### config.mk
export PLATFORM = sky130hd
export DESIGN_NAME = bithdr_slave
export DESIGN_NICKNAME = d
export VERILOG_FILES = /design/src/rtl/bhs_pkg.sv /design/src/rtl/bhs_cmd_decode.sv /design/src/rtl/bhs_job_fsm.sv /design/src/rtl/bhs_inbuf_pack.sv /design/src/rtl/bithdr_slave.sv
export SDC_FILE = /design/constraint.sdc
export NUM_CORES = 1
export LEC_CHECK = 0
export BUFFER_PORTS_ARGS = -buffer_cell sky130_fd_sc_hd__buf_2
export CORE_MARGIN = 2
export CORE_UTILIZATION = 30
export DETAILED_ROUTE_END_ITERATION = 7
export GPL_TIMING_DRIVEN = 0
export SLEW_MARGIN = 20
export SYNTH_ARGS = -nofsm -noshare
export SYNTH_HDL_FRONTEND = slang
export SYNTH_SLANG_ARGS = --single-unit
export TNS_END_PERCENT = 30
### constraint.sdc
create_clock -name clk -period 2.9 [get_ports clk]
set_clock_uncertainty 0.15 [all_clocks]
set_input_delay 0.58 -clock clk [delete_from_list [all_inputs] [get_ports clk]]
set_output_delay 0.58 -clock clk [all_outputs]
set_load 0.01 [all_outputs]
### src/rtl/bhs_pkg.sv
// Shared types and codes for the bit-header handshake slave.
// Assumes: host header uses the low nibble of byte 0; device header uses all 8 bits.
package bhs_pkg;
    typedef enum logic [2:0] {
        ST_IDLE, ST_RD_FETCH, ST_RD_WAIT, ST_WR_WAIT, ST_WR_PUT, ST_DONE
    } job_state_e;

    typedef struct packed {
        logic blk64;   // bit 3
        logic tgl;     // bit 2
        logic ground;  // bit 1
        logic valid;   // bit 0
    } host_hdr_t;

    localparam logic [7:0] OP_READ     = 8'h01;
    localparam logic [7:0] OP_WRITE    = 8'h02;
    localparam logic [7:0] CODE_OK     = 8'h00;
    localparam logic [7:0] CODE_BADJOB = 8'h07;
    localparam logic [7:0] CODE_HDRMIS = 8'h0F;
endpackage

### src/rtl/bhs_cmd_decode.sv
// Decodes the host output buffer: header bits, command fields and the
// acceptance verdict. Purely combinational.
// Assumes: BUF_BYTES is even and at least 4.
module bhs_cmd_decode
    import bhs_pkg::*;
#(
    parameter int BUF_BYTES = 16,
    parameter bit DUAL_HDR  = 1'b1
) (
    input  logic [BUF_BYTES*8-1:0] hbuf_i,
    output host_hdr_t              hdr_o,
    output logic [7:0]             cmd_o,
    output logic [15:0]            addr_o,
    output logic [15:0]            cnt_o,
    output logic [7:0]             verdict_o
);
    localparam int  MIN_BYTES = DUAL_HDR ? 8 : 6;
    localparam bit  SIZE_OK   = (BUF_BYTES >= MIN_BYTES);

    logic hdr_same;

    // field extraction from fixed byte positions
    always_comb begin
        hdr_o  = host_hdr_t'(hbuf_i[3:0]);
        cmd_o  = hbuf_i[15:8];
        addr_o = {hbuf_i[31:24], hbuf_i[23:16]};
        cnt_o  = {hbuf_i[47:40], hbuf_i[39:32]};
    end

    // header copy comparison only exists with the trailing header
    generate
        if (DUAL_HDR) begin : g_dual
            assign hdr_same = (hbuf_i[7:0] == hbuf_i[(BUF_BYTES-1)*8 +: 8]);
        end else begin : g_single
            assign hdr_same = 1'b1;
        end
    endgenerate

    // acceptance verdict, header mismatch ranked first
    always_comb begin
        if (!hdr_same)
            verdict_o = CODE_HDRMIS;
        else if (!SIZE_OK || cnt_o == 16'd0 || (cmd_o != OP_READ && cmd_o != OP_WRITE))
            verdict_o = CODE_BADJOB;
        else
            verdict_o = CODE_OK;
    end
endmodule

### src/rtl/bhs_job_fsm.sv
// Job sequencer: start detection, chunked read/write through the tag stub,
// toggle pacing and the start/finish/fail flags.
// Assumes: the host holds a write chunk stable until the next toggle or finish.
module bhs_job_fsm
    import bhs_pkg::*;
#(
    parameter int BUF_BYTES = 16,
    parameter bit DUAL_HDR  = 1'b1,
    localparam int CHUNK    = BUF_BYTES - 1 - int'(DUAL_HDR),
    localparam int IW       = $clog2(CHUNK + 1)
) (
    input  logic                   clk,
    input  logic                   rst_n,
    input  logic [BUF_BYTES*8-1:0] hbuf_i,
    input  host_hdr_t              hdr_i,
    input  logic [7:0]             cmd_i,
    input  logic [15:0]            addr_i,
    input  logic [15:0]            cnt_i,
    input  logic [7:0]             verdict_i,
    output logic                   started_o,
    output logic                   finished_o,
    output logic                   failed_o,
    output logic                   dtgl_o,
    output logic                   idle_o,
    output logic [7:0]             code_o,
    output logic [CHUNK*8-1:0]     rdata_o,
    output logic                   tag_req_o,
    output logic                   tag_we_o,
    output logic [15:0]            tag_addr_o,
    output logic [7:0]             tag_wdata_o,
    input  logic [7:0]             tag_rdata_i,
    input  logic                   tag_ack_i,
    output logic                   tag_blk64_o
);
    job_state_e        state;
    logic              valid_q, seen_tgl;
    logic [15:0]       addr_q, left_q;
    logic [IW-1:0]     pos_q;
    logic [7:0]        chunk_q [CHUNK];
    logic              last_byte, chunk_full;

    // tag stub drive and chunk boundary detection
    always_comb begin
        tag_req_o   = (state == ST_RD_FETCH) || (state == ST_WR_PUT);
        tag_we_o    = (state == ST_WR_PUT);
        tag_addr_o  = addr_q;
        tag_wdata_o = hbuf_i[(int'(pos_q) + 1)*8 +: 8];
        last_byte   = (left_q == 16'd1);
        chunk_full  = (pos_q == IW'(CHUNK - 1));
        idle_o      = (state == ST_IDLE);
    end

    // flatten the read chunk for the buffer packer
    generate
        for (genvar g = 0; g < CHUNK; g++) begin : g_flat
            assign rdata_o[g*8 +: 8] = chunk_q[g];
        end
    endgenerate

    // main job sequencer
    always_ff @(posedge clk) begin
        if (!rst_n) begin
            state <= ST_IDLE; valid_q <= 1'b0; seen_tgl <= 1'b0;
            started_o <= 1'b0; finished_o <= 1'b0; failed_o <= 1'b0;
            dtgl_o <= 1'b0; code_o <= CODE_OK; addr_q <= '0; left_q <= '0;
            pos_q <= '0; tag_blk64_o <= 1'b0;
            for (int k = 0; k < CHUNK; k++) chunk_q[k] <= 8'h00;
        end else begin
            valid_q <= hdr_i.valid;
            if (hdr_i.ground || !hdr_i.valid) begin
                state <= ST_IDLE;
                started_o <= 1'b0; finished_o <= 1'b0; failed_o <= 1'b0;
            end else begin
                case (state)
                    ST_IDLE: if (!valid_q) begin
                        seen_tgl    <= hdr_i.tgl;
                        addr_q      <= addr_i;
                        left_q      <= cnt_i;
                        pos_q       <= '0;
                        tag_blk64_o <= hdr_i.blk64;
                        if (verdict_i != CODE_OK) begin
                            failed_o <= 1'b1;
                            code_o   <= verdict_i;
                            state    <= ST_DONE;
                        end else begin
                            started_o <= 1'b1;
                            if (cmd_i == OP_READ) state <= ST_RD_FETCH;
                            else begin
                                dtgl_o <= ~dtgl_o;
                                state  <= ST_WR_WAIT;
                            end
                        end
                    end
                    ST_RD_FETCH: if (tag_ack_i) begin
                        chunk_q[pos_q] <= tag_rdata_i;
                        addr_q <= addr_q + 16'd1;
                        left_q <= left_q - 16'd1;
                        pos_q  <= pos_q + IW'(1);
                        if (last_byte) begin
                            dtgl_o <= ~dtgl_o; finished_o <= 1'b1; state <= ST_DONE;
                        end else if (chunk_full) begin
                            dtgl_o <= ~dtgl_o; state <= ST_RD_WAIT;
                        end
                    end
                    ST_RD_WAIT, ST_WR_WAIT: if (hdr_i.tgl != seen_tgl) begin
                        seen_tgl <= hdr_i.tgl;
                        pos_q    <= '0;
                        state    <= (state == ST_RD_WAIT) ? ST_RD_FETCH : ST_WR_PUT;
                    end
                    ST_WR_PUT: if (tag_ack_i) begin
                        addr_q <= addr_q + 16'd1;
                        left_q <= left_q - 16'd1;
                        pos_q  <= pos_q + IW'(1);
                        if (last_byte) begin
                            finished_o <= 1'b1; state <= ST_DONE;
                        end else if (chunk_full) begin
                            dtgl_o <= ~dtgl_o; state <= ST_WR_WAIT;
                        end
                    end
                    default: state <= state;
                endcase
            end
        end
    end
endmodule

### src/rtl/bhs_inbuf_pack.sv
// Builds the device input buffer: header byte, code or data bytes and,
// with the dual header, a copy of the header in the last byte.
// Assumes: the job flags arrive registered; the status pins are registered here.
module bhs_inbuf_pack #(
    parameter int BUF_BYTES = 16,
    parameter bit DUAL_HDR  = 1'b1,
    localparam int CHUNK    = BUF_BYTES - 1 - int'(DUAL_HDR)
) (
    input  logic                   clk,
    input  logic                   rst_n,
    input  logic                   tag_present_i,
    input  logic                   head_fault_i,
    input  logic                   dig_in_i,
    input  logic                   idle_i,
    input  logic                   dtgl_i,
    input  logic                   started_i,
    input  logic                   finished_i,
    input  logic                   failed_i,
    input  logic [7:0]             code_i,
    input  logic [CHUNK*8-1:0]     rdata_i,
    output logic [BUF_BYTES*8-1:0] dbuf_o
);
    logic       present_q, fault_q, din_q;
    logic [7:0] hdr_byte;

    // one-cycle registration of the status pins
    always_ff @(posedge clk) begin
        if (!rst_n) begin
            present_q <= 1'b0; fault_q <= 1'b0; din_q <= 1'b0;
        end else begin
            present_q <= tag_present_i; fault_q <= head_fault_i; din_q <= dig_in_i;
        end
    end

    // device header assembly in bit order 7..0
    assign hdr_byte = {idle_i, fault_q, dtgl_i, din_q, failed_i, finished_i, started_i, present_q};
    assign dbuf_o[7:0] = hdr_byte;

    // payload bytes and optional trailing header copy
    generate
        for (genvar b = 1; b < BUF_BYTES; b++) begin : g_byte
            if (DUAL_HDR && b == BUF_BYTES - 1) begin : g_copy
                assign dbuf_o[b*8 +: 8] = hdr_byte;
            end else if (b == 1) begin : g_first
                assign dbuf_o[15:8] = failed_i ? code_i : rdata_i[7:0];
            end else begin : g_data
                assign dbuf_o[b*8 +: 8] = rdata_i[(b-1)*8 +: 8];
            end
        end
    endgenerate
endmodule

### src/rtl/bithdr_slave.sv
// Top of the bit-header handshake slave: decode, job sequencer and packer.
// Assumes: BUF_BYTES even, 4..128; a buffer too small for a job rejects all jobs.
module bithdr_slave
    import bhs_pkg::*;
#(
    parameter int BUF_BYTES = 16,
    parameter bit DUAL_HDR  = 1'b1
) (
    input  logic                   clk,
    input  logic                   rst_n,
    input  logic [BUF_BYTES*8-1:0] hbuf_i,
    output logic [BUF_BYTES*8-1:0] dbuf_o,
    input  logic                   tag_present_i,
    input  logic                   head_fault_i,
    input  logic                   dig_in_i,
    output logic                   tag_req_o,
    output logic                   tag_we_o,
    output logic [15:0]            tag_addr_o,
    output logic [7:0]             tag_wdata_o,
    input  logic [7:0]             tag_rdata_i,
    input  logic                   tag_ack_i,
    output logic                   tag_blk64_o
);
    localparam int CHUNK = BUF_BYTES - 1 - int'(DUAL_HDR);

    host_hdr_t          hdr;
    logic [7:0]         cmd, verdict, code;
    logic [15:0]        addr, cnt;
    logic               started, finished, failed, dtgl, idle;
    logic [CHUNK*8-1:0] rdata;

    bhs_cmd_decode #(.BUF_BYTES(BUF_BYTES), .DUAL_HDR(DUAL_HDR)) u_dec (
        .hbuf_i(hbuf_i), .hdr_o(hdr), .cmd_o(cmd), .addr_o(addr),
        .cnt_o(cnt), .verdict_o(verdict)
    );

    bhs_job_fsm #(.BUF_BYTES(BUF_BYTES), .DUAL_HDR(DUAL_HDR)) u_fsm (
        .clk(clk), .rst_n(rst_n), .hbuf_i(hbuf_i), .hdr_i(hdr), .cmd_i(cmd),
        .addr_i(addr), .cnt_i(cnt), .verdict_i(verdict),
        .started_o(started), .finished_o(finished), .failed_o(failed),
        .dtgl_o(dtgl), .idle_o(idle), .code_o(code), .rdata_o(rdata),
        .tag_req_o(tag_req_o), .tag_we_o(tag_we_o), .tag_addr_o(tag_addr_o),
        .tag_wdata_o(tag_wdata_o), .tag_rdata_i(tag_rdata_i),
        .tag_ack_i(tag_ack_i), .tag_blk64_o(tag_blk64_o)
    );

    bhs_inbuf_pack #(.BUF_BYTES(BUF_BYTES), .DUAL_HDR(DUAL_HDR)) u_pack (
        .clk(clk), .rst_n(rst_n), .tag_present_i(tag_present_i),
        .head_fault_i(head_fault_i), .dig_in_i(dig_in_i), .idle_i(idle),
        .dtgl_i(dtgl), .started_i(started), .finished_i(finished),
        .failed_i(failed), .code_i(code), .rdata_i(rdata), .dbuf_o(dbuf_o)
    );
endmodule

After elaboration in Yosys (flattened, before gate mapping) --
Memories as Yosys holds them, arrays and structs flattened. Index checks and enable logic that the tools add are counted.
Storage, ports and cells: register bits 57, RAM bits 112, input port bits 142, output and inout port bits 155, word-level logic and storage cells 120, memories kept 1
Operators by class: add/sub/neg operators 4, equal/unequal tests 21, shift-type cells 1, multiplexer cells 46, bitwise operators 5, reductions and logical operators 27
Memories:
- u_fsm.chunk_q | words 14, width 8, rd ports 14, clocked after Yosys merged registers in 0, wr ports 14, RTL line bhs_job_fsm.sv:39 | logic [7:0] chunk_q [CHUNK];
Operators by type and width (count):
- $shiftx A128 B32 Y8 | 1
- $mux W16 | 4
- $pmux W16 S2 | 2
- $mux W3 | 11
- $mux W4 | 5
- $mux W1 | 17
- $add A16 B1 Y16 const B | 1
- $eq A16 B1 Y1 const B | 1
- $logic_not A16 Y1 | 1
- $mux W8 | 2
- $sub A16 B1 Y16 const B | 1
- $pmux W3 S4 | 1
- $pmux W4 S3 | 1
- $reduce_and A3 Y1 | 4
- $reduce_and A4 Y1 | 3
- $ne A2 B2 Y1 const B | 5
- $eq A8 B1 Y1 const B | 1
- $eq A8 B8 Y1 | 1
- $ne A8 B1 Y1 const B | 1
- $ne A8 B2 Y1 const B | 1
- $reduce_and A8 Y1 | 1
- $reduce_bool A8 Y1 | 1
- $reduce_or A8 Y1 | 1
- $reduce_and A7 Y1 | 1
- 22 further kinds | 36

Depth between registers and ports, before layout --
depth after elaboration 9, depth in mapped cells 9, depth with buffers taken out 7

Cells and area by module --
A second synthesis with hierarchy kept.
Unflattened totals: cell total of the unflattened synthesis 985, area, all modules 10144.7 um^2
Modules (own cells, without submodules):
- bhs_job_fsm | times used 1, cells an instance 779, area each 8501.9 um^2, seq. area each 4444.3 um^2
- bhs_inbuf_pack | times used 1, cells an instance 135, area each 1111.1 um^2, seq. area each 60.1 um^2
- bhs_cmd_decode | times used 1, cells an instance 71, area each 531.8 um^2, seq. area each 0.0 um^2

Least setup slack after synthesis --
OpenSTA, ideal clock, no wires.
kind register -> output, start point register u_fsm.pos_q[0], end point output tag_wdata_o[0], arrival 2.394 ns, required time 2.170 ns, path slack -0.224 ns, stages on the path, launching flop included 5, path through dfxtp_1 -> clkbuf_1 -> clkbuf_1 -> mux4_2 -> mux4_2
Between the ends: word-level cells in the longest chain between the ends 2
RTL lines:
- start, declared | RTL line bhs_job_fsm.sv:38 | logic [IW-1:0] pos_q;
- start signal, assigned | RTL line bhs_job_fsm.sv:98 | pos_q <= pos_q + IW'(1);
- start signal, assigned | RTL line bhs_job_fsm.sv:113 | pos_q <= pos_q + IW'(1);
- $add A4 B1 Y5 | RTL line bhs_job_fsm.sv:47 | tag_wdata_o = hbuf_i[(int'(pos_q) + 1)*8 +: 8];
- $shiftx A128 B32 Y8 | RTL line bhs_job_fsm.sv:47
- end, declared | RTL line bithdr_slave.sv:19 | output logic [7:0] tag_wdata_o,
Every way passes these cells.

Final worst setup path --
start point register u_fsm.pos_q[0], end point output tag_wdata_o[6]
Same word-level chain as after synthesis.

==> results.yml <==
detailed_routing:
  wl_um: 33300
  drc: 0
  drt_iter0_markers: 596
  vias: 8285
  ant_nets: 0
  vias_per_cell: 5.09
  wl_per_cell_um: 20.5
  firstDrtPassIters: 5
global_route:
  track_usage_pct: 20.1
  grt.overflow.total: 0
  antenna_found_initial: 0
  grt_pass1_wl_um: 49000
  grt_max_degree: 19
  grt_pass1_vias: 7923
sta:
  slew_violations: 0
  rsz0062_at_grt: "true"
  worst_slack_ns: -0.107
  fin_hold_ws_ns: 0.215
  max_slew_margin_pct: 29.7
  max_freq_mhz: 333
  layout_worst_path_cycle_share_pct: 104
  setup_viol: 8
  min_period_ns: 3.01
  worstMarginPinSlew_ns: 1.05
  hold_viol_final: 0
final_layout:
  fin_area_um2: 12200
  final_cell_count_no_fill: 1629
  fin_nets: 1369
  syn_to_final_growth_pct: 30.9
  antenna_cells: 0
  drive_gt1_share_pct: 43.2
logic_synthesis:
  synth_largest_area_cell: "edfxtp_1"
  synth_fp_nets: 1045
  synthArstFlopShare_pct: 0
  synthFlopType: "edfxtp_1"
  syn_inst: 896
  synth_commonest_cells: "buf_4, edfxtp_1, and3_1, clkbuf_1, dfxtp_1"
  synth.avg_cell_area_um2: 10.4
  synth-edff-count: 112
  synth_seq_cells: 163
  synth.distinct_cells: 58
  synth_most_common_cell: "buf_4"
  synth_seq_area_share_pct: 46.9
  ys_warn_count: 0
  ys_top_cells_by_area: "edfxtp_1, dfxtp_1, buf_4"
  netlist.area_leader.share_pct: 36.0
  netlist_area_um2: 9350
critical_path:
  path_max_fanout: 8
  critPathKind: "reg2out"
  critPathBufInv: 2
  cpPeakStageDelay_ns: 0.55
  slowest_stage: "mux4_2"
  required_ns: 2.17
  start_kind: "flop"
  arrival_ns: 2.28
  worstSetupEndpointType: "output port"
  crit_chain: "clkbuf_16 -> mux4_2 -> mux4_2 -> buf_6"
  cp_top_family: "multiplexers"
  critical_path.most_common_cell: "mux4_2"
floorplanning:
  pin_count: 297
  fp.dieH_um: 181
  coreArea_um2: 30700
  die_x_um: 181
  rows: 64
  fp.dieArea_um2: 32600
  start_util_pct: 30.5
power_and_ir_drop:
  powerDensity_nw_per_um2: 475
  power_mw: 5.81
  vdd_drop_max_v: 0.000376
  p_leak_nw: 5.58
place:
  dpl_cell_area_um2: 11300
  port_buffers: 295
  dpl.cell_count: 1587
  hpwl_um: 25400
  post-place-ws_ns: -1.43
  gp_congestion: 0.956
hold_path:
  hold_path.class: "in2reg"
clocking:
  cts_made_buffers: 17
  clock-sinks: 163
  cts_root_buf: "clkbuf_16"
  cts_buffer_depth: 2
  cts_hold_buf: 0
  clk-insertion-delay-late_ns: 0.43
  htreeDepth: 4
  cts_tree: "done"
  clk_pin_slew_worst_paths_ns: 0.07
outcome:
  status: "finished, violations left"
  violations: "negative setup slack"
run:
  max_cap_viol_count: 0
registers in the layout, summed over array words and instances, names as in the netlist, 2 cells and up:
signal	cells
u_fsm.tag_addr_o	16
u_fsm.state	3
u_fsm.pos_q	4
u_fsm.left_q	16
u_fsm.chunk_q	112
u_fsm.code_o	2
routing by layer:
| metal | wire length, µm | track usage [%] | vias up | share of wire (%) |
|---|---|---|---|---|
| li1 | - | - | 3835 | - |
| met1 | 14300 | 25.9 | 3936 | 43 |
| met2 | 15700 | 33.2 | 468 | 47 |
| met3 | 2180 | 3.72 | 46 | 6.5 |
| met4 | 1140 | 8.10 | 0 | 3.4 |
| met5 | 0 | 0 | - | 0 |
metrics by stage:
| step | util, % | setup TNS [ns] |
|---|---|---|
| after floorplan | - | -1.44 |
| after global placement | 36.9 | -250.67 |
| after detailed placement | 36.9 | -217.75 |
| after CTS | 40.0 | -1.18 |
| after global routing | 39.9 | -8.86 |
| final | 39.9 | -0.635 |
final cells by class:
type | count | area, µm²
clock inverters | 15 | 163
repair buffers | 307 | 1620
plain buffers | 187 | 1260
clock buffers | 17 | 425
inverters | 14 | 58.8
fillers | 3053 | 18400
flip-flops and latches | 163 | 4390
multi-input cells | 530 | 3830
well taps | 396 | 495
worst paths after layout:
path | from | end | slack [ns] | cells past startpoint
setup / recovery | u_fsm.pos_q[0] | tag_wdata_o[6] | -0.11 | 4
hold / removal | tag_present_i | u_pack.present_q | 0.21 | 2
setup reg to reg | u_fsm.state[0] | u_fsm.chunk_q[10][7] | 0.07 | 7
hold reg to reg | u_fsm.left_q[1] | u_fsm.left_q[1] | 0.32 | 2
worst reg2reg max path: cells and delay by family (launching register included):
family                 cells  cell delay [ns]
AO/OA/AOI/OAI              1             0.41
buffers and inverters      2             0.61
flip-flops                 1             0.35
AND/OR/NAND/NOR            4             0.96
cells by family after synthesis:
kind of cell	count (synthesis)	synth area share (%)
flip-flops	163	46.9
AO/OA/AOI/OAI	162	11.0
buffers and inverters	203	13.0
adder cells (fa/ha/maj)	7	0.937
AND/OR/NAND/NOR	306	18.2
multiplexers	43	8.90
XOR/XNOR	12	1.12
report_power, final:
| group | total, mW | internal [mW] | switching (mW) |
|---|---|---|---|
| Combinational | 0.919 | 0.392 | 0.527 |
| Clock | 2.26 | 1.16 | 1.11 |
| Sequential | 2.63 | 2.56 | 0.0641 |
placed cells by master (no fill, tap or decap), drive strengths merged, types with 7 or more instances in the layout:
cell type  netlist  final
or4              7      7
mux4            32     32
edfxtp         112    112
xor2             9      9
and2            27     27
nor3            18     18
o21ai           46     46
buf            125    429
a21o            20     20
and3           100    100
nor2            45     45
a31oi           10     10
a21oi           45     45
dfxtp           51     51
mux2i           10     10
nand3           13     13
o221a            8      8
ha               7      7
clkinv           2     11
nand2           44     44
inv             12     17
clkbuf          64     82
nor4            12     12
timing repair:
action                                  4_1_cts  5_1_grt
buffers inserted                              8        1
hold endpoints to repair                      0        0
pin swaps                                     2        1
gates resized for setup                      57        6
cloned                                        3        0
endpoints found under the setup margin      257      116
Note: power is estimated with default switching activity, not from simulation.
